`src/rtl/sched_pkg.sv`:
```
package sched_pkg;
    typedef enum logic [1:0] {
        OP_FORK = 2'd0,
        OP_STOP = 2'd1,
        OP_SWAP = 2'd2
    } sched_op_e;
endpackage

```
`src/rtl/pc_stack.sv`:
```
module pc_stack #(
    parameter int DEPTH = 4,
    parameter int PC_W  = 16
) (
    input  logic            clk,
    input  logic            rst_n,
    input  logic            seed_en,
    input  logic [PC_W-1:0] seed_pc,
    input  logic            pop_en,
    input  logic            push0_en,
    input  logic [PC_W-1:0] push0_pc,
    input  logic            push1_en,
    input  logic [PC_W-1:0] push1_pc,
    output logic [PC_W-1:0] top_pc,
    output logic            empty,
    output logic            overflow
);
    localparam int CNT_W = $clog2(DEPTH + 1);
    localparam int IDX_W = (DEPTH > 1) ? $clog2(DEPTH) : 1;

    typedef struct packed {
        logic [DEPTH-1:0][PC_W-1:0] mem;
        logic [CNT_W-1:0]           cnt;
    } stk_t;

    stk_t             q, d;
    logic [CNT_W-1:0] lvl;
    logic [CNT_W-1:0] top_idx;

    // Pop happens first, then the command push, then the inlet push.
    always_comb begin
        d        = q;
        overflow = 1'b0;
        lvl      = q.cnt;
        if (seed_en) begin
            d.mem[0] = seed_pc;
            d.cnt    = CNT_W'(1);
        end else begin
            if (pop_en && q.cnt != '0) lvl = q.cnt - CNT_W'(1);
            if (push0_en) begin
                if (lvl < CNT_W'(DEPTH)) begin
                    d.mem[lvl[IDX_W-1:0]] = push0_pc;
                    lvl = lvl + CNT_W'(1);
                end else begin
                    overflow = 1'b1;
                end
            end
            if (push1_en) begin
                if (lvl < CNT_W'(DEPTH)) begin
                    d.mem[lvl[IDX_W-1:0]] = push1_pc;
                    lvl = lvl + CNT_W'(1);
                end else begin
                    overflow = 1'b1;
                end
            end
            d.cnt = lvl;
        end
    end

    always_comb begin
        top_idx = q.cnt - CNT_W'(1);
        top_pc  = q.mem[top_idx[IDX_W-1:0]];
        empty   = (q.cnt == '0);
    end

    always_ff @(posedge clk) begin
        if (!rst_n) q <= '0;
        else        q <= d;
    end
endmodule

```
`src/rtl/run_queue.sv`:
```
module run_queue #(
    parameter int ENTRIES = 4,
    parameter int ID_W    = 2
) (
    input  logic            clk,
    input  logic            rst_n,
    input  logic            push,
    input  logic [ID_W-1:0] push_id,
    input  logic            pop,
    output logic [ID_W-1:0] head_id,
    output logic            empty
);
    localparam int PTR_W = (ENTRIES > 1) ? $clog2(ENTRIES) : 1;
    localparam int CNT_W = $clog2(ENTRIES + 1);

    typedef struct packed {
        logic [ENTRIES-1:0][ID_W-1:0] slot;
        logic [PTR_W-1:0]             rd;
        logic [PTR_W-1:0]             wr;
        logic [CNT_W-1:0]             cnt;
    } rq_t;

    rq_t  q, d;
    logic do_pop, do_push;

    function automatic logic [PTR_W-1:0] wrap_inc(input logic [PTR_W-1:0] p);
        return (p == PTR_W'(ENTRIES - 1)) ? '0 : p + PTR_W'(1);
    endfunction

    always_comb begin
        d       = q;
        do_pop  = pop && (q.cnt != '0);
        do_push = push && (q.cnt < CNT_W'(ENTRIES) || do_pop);
        if (do_pop)  d.rd = wrap_inc(q.rd);
        if (do_push) begin
            d.slot[q.wr] = push_id;
            d.wr         = wrap_inc(q.wr);
        end
        case ({do_push, do_pop})
            2'b10:   d.cnt = q.cnt + CNT_W'(1);
            2'b01:   d.cnt = q.cnt - CNT_W'(1);
            default: d.cnt = q.cnt;
        endcase
    end

    assign head_id = q.slot[q.rd];
    assign empty   = (q.cnt == '0);

    always_ff @(posedge clk) begin
        if (!rst_n) q <= '0;
        else        q <= d;
    end
endmodule

```
`src/rtl/frame_scheduler.sv`:
```
module frame_scheduler
    import sched_pkg::*;
#(
    parameter int NUM_FRAMES  = 4,
    parameter int STACK_DEPTH = 4,
    parameter int PC_W        = 16,
    localparam int FID_W      = (NUM_FRAMES > 1) ? $clog2(NUM_FRAMES) : 1
) (
    input  logic             clk,
    input  logic             rst_n,
    input  logic             act_valid,
    input  logic [FID_W-1:0] act_frame,
    input  logic [PC_W-1:0]  act_enter_pc,
    input  logic [PC_W-1:0]  act_exit_pc,
    input  logic             cmd_valid,
    input  logic [1:0]       cmd_op,
    input  logic [PC_W-1:0]  cmd_pc,
    input  logic             inlet_valid,
    input  logic [FID_W-1:0] inlet_frame,
    input  logic [PC_W-1:0]  inlet_pc,
    output logic             next_pc_valid,
    output logic [PC_W-1:0]  next_pc,
    output logic             run_frame_valid,
    output logic [FID_W-1:0] run_frame,
    output logic             stack_overflow
);
    typedef struct packed {
        logic [FID_W-1:0]                cur;
        logic                            cur_valid;
        logic                            pending;
        logic [NUM_FRAMES-1:0]           queued;
        logic [NUM_FRAMES-1:0][PC_W-1:0] enter_pc;
        logic                            out_valid;
        logic [PC_W-1:0]                 out_pc;
        logic                            ovf;
    } sched_t;

    sched_t q, d;

    logic [NUM_FRAMES-1:0]           stk_seed, stk_pop, stk_push0, stk_push1;
    logic [NUM_FRAMES-1:0]           stk_empty, stk_ovf;
    logic [NUM_FRAMES-1:0][PC_W-1:0] stk_top;
    logic                            rq_push, rq_pop, rq_empty;
    logic [FID_W-1:0]                rq_push_id, rq_head;
    logic                            swap_req;
    sched_op_e                       op;

    generate
        for (genvar f = 0; f < NUM_FRAMES; f++) begin : g_stack
            pc_stack #(.DEPTH(STACK_DEPTH), .PC_W(PC_W)) u_stack (
                .clk      (clk),
                .rst_n    (rst_n),
                .seed_en  (stk_seed[f]),
                .seed_pc  (act_exit_pc),
                .pop_en   (stk_pop[f]),
                .push0_en (stk_push0[f]),
                .push0_pc (cmd_pc),
                .push1_en (stk_push1[f]),
                .push1_pc (inlet_pc),
                .top_pc   (stk_top[f]),
                .empty    (stk_empty[f]),
                .overflow (stk_ovf[f])
            );
        end
    endgenerate

    run_queue #(.ENTRIES(NUM_FRAMES), .ID_W(FID_W)) u_rq (
        .clk     (clk),
        .rst_n   (rst_n),
        .push    (rq_push),
        .push_id (rq_push_id),
        .pop     (rq_pop),
        .head_id (rq_head),
        .empty   (rq_empty)
    );

    always_comb begin
        d           = q;
        d.out_valid = 1'b0;
        d.ovf       = |stk_ovf;
        stk_seed    = '0;
        stk_pop     = '0;
        stk_push0   = '0;
        stk_push1   = '0;
        rq_push     = 1'b0;
        rq_pop      = 1'b0;
        rq_push_id  = inlet_frame;
        swap_req    = q.pending;
        op          = sched_op_e'(cmd_op);

        // activation: seed exit address, remember enter address
        if (act_valid) begin
            stk_seed[act_frame]   = 1'b1;
            d.enter_pc[act_frame] = act_enter_pc;
        end

        // thread-level commands act on the running frame only
        if (cmd_valid && q.cur_valid) begin
            case (op)
                OP_FORK: stk_push0[q.cur] = 1'b1;
                OP_STOP: begin
                    if (!stk_empty[q.cur]) begin
                        stk_pop[q.cur] = 1'b1;
                        d.out_valid    = 1'b1;
                        d.out_pc       = stk_top[q.cur];
                    end
                end
                default: ;
            endcase
        end

        // swap is accepted only once the running frame has no work left
        if (cmd_valid && op == OP_SWAP && (!q.cur_valid || stk_empty[q.cur]))
            swap_req = 1'b1;

        if (swap_req) begin
            if (!rq_empty) begin
                rq_pop            = 1'b1;
                d.cur             = rq_head;
                d.cur_valid       = 1'b1;
                d.queued[rq_head] = 1'b0;
                d.pending         = 1'b0;
                d.out_valid       = 1'b1;
                d.out_pc          = q.enter_pc[rq_head];
            end else begin
                d.pending   = 1'b1;
                d.cur_valid = 1'b0;
            end
        end

        // inlets push anywhere; idle frames become runnable
        if (inlet_valid) begin
            stk_push1[inlet_frame] = 1'b1;
            if (!(d.cur_valid && d.cur == inlet_frame) && !d.queued[inlet_frame]) begin
                rq_push                = 1'b1;
                d.queued[inlet_frame]  = 1'b1;
            end
        end
    end

    always_ff @(posedge clk) begin
        if (!rst_n) q <= '0;
        else        q <= d;
    end

    assign next_pc_valid   = q.out_valid;
    assign next_pc         = q.out_pc;
    assign run_frame_valid = q.cur_valid;
    assign run_frame       = q.cur;
    assign stack_overflow  = q.ovf;
endmodule

```
`config.mk`:
```
export PLATFORM = sky130hd
export DESIGN_NAME = frame_scheduler
export DESIGN_NICKNAME = d
export VERILOG_FILES = /design/src/rtl/sched_pkg.sv /design/src/rtl/pc_stack.sv /design/src/rtl/run_queue.sv /design/src/rtl/frame_scheduler.sv
export SDC_FILE = /design/constraint.sdc
export NUM_CORES = 1
export LEC_CHECK = 0
export BUFFER_PORTS_ARGS = -buffer_cell sky130_fd_sc_hd__buf_4
export CORE_MARGIN = 5
export CORE_UTILIZATION = 34
export DETAILED_ROUTE_END_ITERATION = 7
export PLACE_DENSITY_LB_ADDON = 0.08
export SYNTH_ARGS = -nofsm -noshare
export SYNTH_HDL_FRONTEND = slang
export SYNTH_HIERARCHICAL = 1
export SYNTH_SLANG_ARGS = --single-unit
```
`constraint.sdc`:
```
create_clock -name clk -period 4.6 [get_ports clk]
set_input_delay 0.69 -clock clk [delete_from_list [all_inputs] [get_ports clk]]
set_output_delay 0.69 -clock clk [all_outputs]
set_load 0.01 [all_outputs]
```
==> results of run 1 <==
==> final timing paths <==
check,startpoint,end,cells past startpoint
worst min register to register,q[66],q[66],2
worst max register to register,g_stack[0].u_stack/q[0],g_stack[1].u_stack/q[13],18
worst min-delay path,act_enter_pc[5],q[39],3
worst max-delay path,g_stack[0].u_stack/q[0],g_stack[1].u_stack/q[13],18
==> final cells by class <==
cell class / instances / area [µm²]
multi-input combinational: 1549 / 11900
timing repair buffer: 177 / 1340
tap: 782 / 978
clock buffer: 70 / 1380
fill: 5982 / 36800
clock inverter: 13 / 151
inverter: 116 / 435
sequential: 373 / 7470
==> metrics by stage <==
stage	instances	total power [W]	cell area, µm²	setup WS, ns	hold WS (ns)
global route	3080	0.00844	23600	0.00244	0.369
CTS	3077	0.00822	23600	0.194	0.344
finish	3080	0.00814	23600	0.313	0.377
detailed placement	2994	0.00446	22100	0.215	0.438
global placement	2994	0.00444	22100	0.329	0.429
floorplan	2242	0.00405	20800	0.0776	0.421
==> flip-flops by register name (all words and copies together), names as in the netlist <==
register           cells
g_stack.u_stack/q    268
next_pc               16
next_pc_valid          1
q                     69
run_frame              2
run_frame_valid        1
stack_overflow         1
u_rq/q                15
==> kinds of logic (layout without fill, tap and decap cells) <==
group | Yosys count | after routing
buffers and inverters | 320 | 376
muxes | 199 | 199
AOI/OAI and AO/OA | 859 | 859
DFF | 373 | 373
adders and majority gates | 47 | 47
and+or+nand+nor | 427 | 427
xor gates and xnor gates | 17 | 17
==> cells in the mapped netlist (19+ instances only) <==
| cell type | instances |
|---|---|
| ha_1 | 46 |
| a21oi_1 | 215 |
| nand2_1 | 245 |
| buf_2 | 55 |
| mux2i_1 | 92 |
| clkbuf_1 | 97 |
| o211ai_1 | 33 |
| a222oi_1 | 45 |
| dfxtp_1 | 373 |
| inv_1 | 111 |
| o2bb2ai_1 | 96 |
| o21ai_0 | 298 |
| nand3_1 | 54 |
| o2111ai_1 | 33 |
| buf_4 | 31 |
| and3_1 | 19 |
| mux4_2 | 98 |
| a22oi_1 | 49 |
==> worst register-to-register path: stages (launching register included) <==
cell      delay [ns]
dfxtp_1         0.34
inv_1           0.08
ha_1            0.22
nand2b_1        0.12
inv_1           0.09
mux2_4          0.32
nand2b_1        0.16
a21oi_2         0.21
nor3b_1         0.27
nand2_1         0.15
mux2_2          0.30
inv_1           0.07
ha_1            0.27
mux2_2          0.20
ha_1            0.16
nand2_1         0.10
nor4_4          0.81
a22oi_1         0.22
o21ai_0         0.13
==> report_power, final <==
group          internal (W)  switching (W)  total [W]
Clock               0.00223        0.00151    0.00374
Combinational      0.000351       0.000647   0.000998
Sequential          0.00333      0.0000613    0.00339
==> routing by layer <==
| metal | part of all wire (%) | track usage, % | routed length, µm | vias up |
|---|---|---|---|---|
| met4 | 3.7 | 8.04 | 2880 | 0 |
| met2 | 47 | 37.4 | 36700 | 596 |
| met3 | 5.3 | 2.92 | 4110 | 140 |
| li1 | - | - | - | 8465 |
| met5 | 0 | 0 | 0 | - |
| met1 | 44 | 30.6 | 34300 | 9192 |
==> timing repair <==
| item | in CTS | in global routing |
|---|---|---|
| hold endpoints to repair | 0 | 0 |
| gates resized for setup | 0 | 4 |
| setup buffers | 0 | 3 |
| setup endpoints to repair | 0 | 73 |
==> flow_metrics.env, run 1 <==
export IMPL_drive_gt1_share_pct=18.7
export IMPL_netlist_area_um2=20800
export IMPL_rsz0062_at_grt="false"
export IMPL_path_clk_slew_ns=0.06
export IMPL_crit_buf_inv=3
export IMPL_postLayoutCoreUtil_pct=39.1
export IMPL_async_reset_ff_share_pct=0
export IMPL_grt_max_degree=65
export IMPL_synthXorXnorAreaFrac_pct=0.825
export IMPL_wl_per_cell_um=25.3
export IMPL_slew_violations=0
export IMPL_cp_slowest_stage_delay_ns=0.81
export IMPL_synthSimpleGateAreaFrac_pct=10.6
export IMPL_crit_chain="inv_1, ha_1, nand2b_1, inv_1, mux2_4, nand2b_1, a21oi_2, nor3b_1, nand2_1, mux2_2, inv_1, ha_1, mux2_2, ha_1, nand2_1, nor4_4, a22oi_1, o21ai_0"
export IMPL_synth_compound_area_share_pct=27.1
export IMPL_drt_iter0_drc=1677
export IMPL_clock_skew_ns=0.0224
export IMPL_cts_buffers=47
export IMPL_clk_latency_ns=0.58
export IMPL_status="complete, no violations"
export IMPL_p_leak_nw=8.38
export IMPL_die_h_um=257
export IMPL_synth_top_family_by_area="compound AO/OA/AOI/OAI gates"
export IMPL_synth_top_cell_area_share_pct=36.0
export IMPL_synth_nets=2364
export IMPL_globalRoute_totalOverflow=0
export IMPL_die_x_um=257
export IMPL_period_share_pct=93.2
export IMPL_avgViaCountPerCell=5.97
export IMPL_end_kind="register"
export IMPL_final_cell_mix="dfxtp_1 (372), o21ai_0 (298), nand2_1 (245)"
export IMPL_tritoncts="yes"
export IMPL_tightest_slew_ns=1.26
export IMPL_start_util_pct=34.3
export IMPL_post_route_drc_count=0
export IMPL_startpoint_type="register"
export IMPL_grt_pass1_vias=17770
export IMPL_cp_required_ns=5.10
export IMPL_synth_adder_area_share_pct=2.87
export IMPL_critPathArrivalTime_ns=4.79
export IMPL_place_congestion=0.825
export IMPL_vias=18393
export IMPL_area_growth_pct=13.8
export IMPL_setup_viol=0
export IMPL_ys_top_cells_by_area="dfxtp_1 (36%), mux4_2 (11%), o21ai_0 (7.2%)"
export IMPL_hold_class="input pin to register"
export IMPL_fin_nets=2386
export IMPL_diodes=0
export IMPL_clock_path_buffers=3
export IMPL_cts_root_buf="clkbuf_16"
export IMPL_synth_seq_area_share_pct=36.0
export IMPL_final_min_clock_period_ns=4.29
export IMPL_critPathTopFamily="simple AND/OR/NAND/NOR gates"
export IMPL_io_pins=96
export IMPL_synth_warnings=6
export IMPL_cap_violations=0
export IMPL_wirelength_um=78000
export IMPL_grt_total_usage_pct=22.6
export IMPL_critPathKind="register to register"
export IMPL_fmax_ghz=0.233
export IMPL_ff2ff_setup_slack_ns=0.31
export IMPL_htree_levels=2
export IMPL_io_buffers=95
export IMPL_synth_edf_count=0
export IMPL_ant_nets=0
export IMPL_num_rows=90
export IMPL_synth_top_area_cell="dfxtp_1"
export IMPL_synth_area_per_cell_um2=9.26
export IMPL_clock_sinks=373
export IMPL_hold_buffers=0
export IMPL_final_common_cell="dfxtp_1"
export IMPL_antenna_found_initial=2
export IMPL_muxShareOfSynthArea_pct=15.6
export IMPL_path_max_fanout=16
export IMPL_core_area_um2=60500
export IMPL_synthFlopType="dfxtp_1"
export IMPL_slew_headroom_pct=15.4
export IMPL_grt_pass1_wl_um=117000
export IMPL_hold_viol=0
export IMPL_crit_slowest_cell="nor4_4"
export IMPL_die_area_um2=66100
export IMPL_hpwl_um=51400
export IMPL_peakVddDrop_mv=0.211
export IMPL_first_pass_iters=8
export IMPL_ys_types=85
export IMPL_powerDensity_nw_per_um2=344
export IMPL_syn_inst=2242
export IMPL_fin_setup_tns_ns=0
export IMPL_ys_ff_latch=373
No activity file was read; power rests on OpenSTA's default activity.
==> run 2, diff against run 1 <==
Settings changed: CTS_BUF_LIST set to sky130_fd_sc_hd__clkbuf_8.
==> run 2 against run 1 <==
- register-to-register slack lost 0.02 ns
- sequential power about the same
- worst hold slack got worse by 0.042 ns
- cell count grew 1.5%
- via count is 0.63% higher
- global-route usage is 0.12 points higher
==> flow_metrics.env, run 2 (synthesized netlist as in run 1, its figures left out) <==
export IMPL_wl_per_cell_um=25.0
export IMPL_period_share_pct=93.6
export IMPL_setup_viol=0
export IMPL_die_h_um=257
export IMPL_core_area_um2=60500
export IMPL_grt_max_degree=65
export IMPL_vias=18508
export IMPL_hold_buffers=0
export IMPL_final_cell_mix="dfxtp_1 (372), o21ai_0 (298), nand2_1 (245)"
export IMPL_end_kind="register"
export IMPL_first_pass_iters=8
export IMPL_final_area_um2=23600
export IMPL_p_leak_nw=8.47
export IMPL_hpwl_um=51400
export IMPL_critPathKind="register to register"
export IMPL_grt_total_usage_pct=22.8
export IMPL_placed_cell_area_um2=22100
export IMPL_fin_nets=2410
export IMPL_clock_path_buffers=3
export IMPL_path_clk_slew_ns=0.06
export IMPL_fin_setup_tns_ns=0
export IMPL_cp_required_ns=5.14
export IMPL_status="complete, no violations"
export IMPL_drt_iter0_drc=1648
export IMPL_ant_nets=0
export IMPL_hold_ws_ns=0.336
export IMPL_final_common_cell="dfxtp_1"
export IMPL_clock_skew_ns=0.0209
export IMPL_die_x_um=257
export IMPL_antenna_found_initial=3
export IMPL_globalRoute_totalOverflow=0
export IMPL_num_rows=90
export IMPL_drive_gt1_share_pct=19.6
export IMPL_post_route_drc_count=0
export IMPL_final_min_clock_period_ns=4.31
export IMPL_htree_levels=3
export IMPL_hold_class="input pin to register"
export IMPL_critPathArrivalTime_ns=4.85
export IMPL_path_max_fanout=16
export IMPL_slew_violations=0
export IMPL_place_congestion=0.825
export IMPL_clk_latency_ns=0.64
export IMPL_slew_headroom_pct=15.9
export IMPL_die_area_um2=66100
export IMPL_hold_viol=0
export IMPL_rsz0062_at_grt="false"
export IMPL_io_pins=96
export IMPL_avgViaCountPerCell=5.92
export IMPL_fmax_ghz=0.232
export IMPL_startpoint_type="register"
export IMPL_tightest_slew_ns=1.25
export IMPL_fill_cells=6053
export IMPL_wirelength_um=78200
export IMPL_start_util_pct=34.3
export IMPL_grt_pass1_vias=17946
export IMPL_tritoncts="yes"
export IMPL_powerDensity_nw_per_um2=330
export IMPL_cts_buffers=72
export IMPL_regMostFlops="g_stack.u_stack/q"
export IMPL_cap_violations=0
export IMPL_multiInputGateArea_um2=11900
export IMPL_area_growth_pct=13.5
export IMPL_clock_sinks=373
export IMPL_grt_pass1_wl_um=117000
export IMPL_largest_reg_flops=268
export IMPL_cts_root_buf="clkbuf_8"
export IMPL_ff_latch_area_um2=7470
export IMPL_peakVddDrop_mv=0.138
export IMPL_io_buffers=95
## run 2: layer usage
layer	vias to the layer above	share of wire (%)	GRT usage, %
met2	645	47	37.2
li1	8521	-	-
met4	0	3.6	8.90
met5	-	0	0
met3	137	5.4	3.10
met1	9205	44	30.7
## run 2: worst paths after layout
path	depth (start not counted)	startpoint	slack [ns]	endpoint
worst max-delay path	18	g_stack[0].u_stack/q[0]	0.29	g_stack[1].u_stack/q[13]
worst min-delay path	3	act_enter_pc[5]	0.34	q[39]
worst min register to register	2	q[25]	0.45	q[25]
worst max register to register	18	g_stack[0].u_stack/q[0]	0.29	g_stack[1].u_stack/q[13]
## run 2: area by class of cell
| cell class | count | area share [%] |
|---|---|---|
| inverters | 116 | 1.85 |
| well taps | 782 | 4.15 |
| flip-flops and latches | 373 | 31.7 |
| diodes | 1 | 0.0106 |
| multi-input cells | 1549 | 50.4 |
| clock inverters | 38 | 0.903 |
| repair buffers | 176 | 5.71 |
| clock buffers | 90 | 5.26 |
## run 2: repair_timing
item                                    in CTS  in global routing
endpoints found under the setup margin       0                 72
resized for setup                            0                  4
buffers inserted                             0                  2
## run 2: worst max-delay path: stages, from the launching register on
cell,delay [ns]
dfxtp_1,0.33
inv_1,0.08
ha_1,0.22
nand2b_1,0.12
inv_1,0.09
mux2_4,0.32
nand2b_1,0.16
a21oi_2,0.21
nor3b_1,0.27
nand2_1,0.15
mux2_2,0.30
inv_1,0.07
ha_1,0.27
mux2_2,0.19
ha_1,0.16
nand2_1,0.10
nor4_4,0.83
a22oi_1,0.22
o21ai_0,0.13
## run 2: report_power, final
part           switching [W]  internal, W
Combinational       0.000648     0.000351
Sequential         0.0000610      0.00333
Clock                0.00152      0.00187
## run 2: stage by stage
| stage | setup WS, ns | power, W | cells | util (%) |
|---|---|---|---|---|
| 2_1_floorplan | 0.0776 | 0.00405 | 2242 | - |
| 3_3_place_gp | 0.329 | 0.00444 | 2994 | 36.5 |
| 3_5_place_dp | 0.215 | 0.00446 | 2994 | 36.5 |
| 4_1_cts | 0.210 | 0.00788 | 3122 | 38.9 |
| 5_1_grt | 0.00603 | 0.00813 | 3125 | 39.0 |
| 6_report | 0.293 | 0.00778 | 3125 | 39.0 |
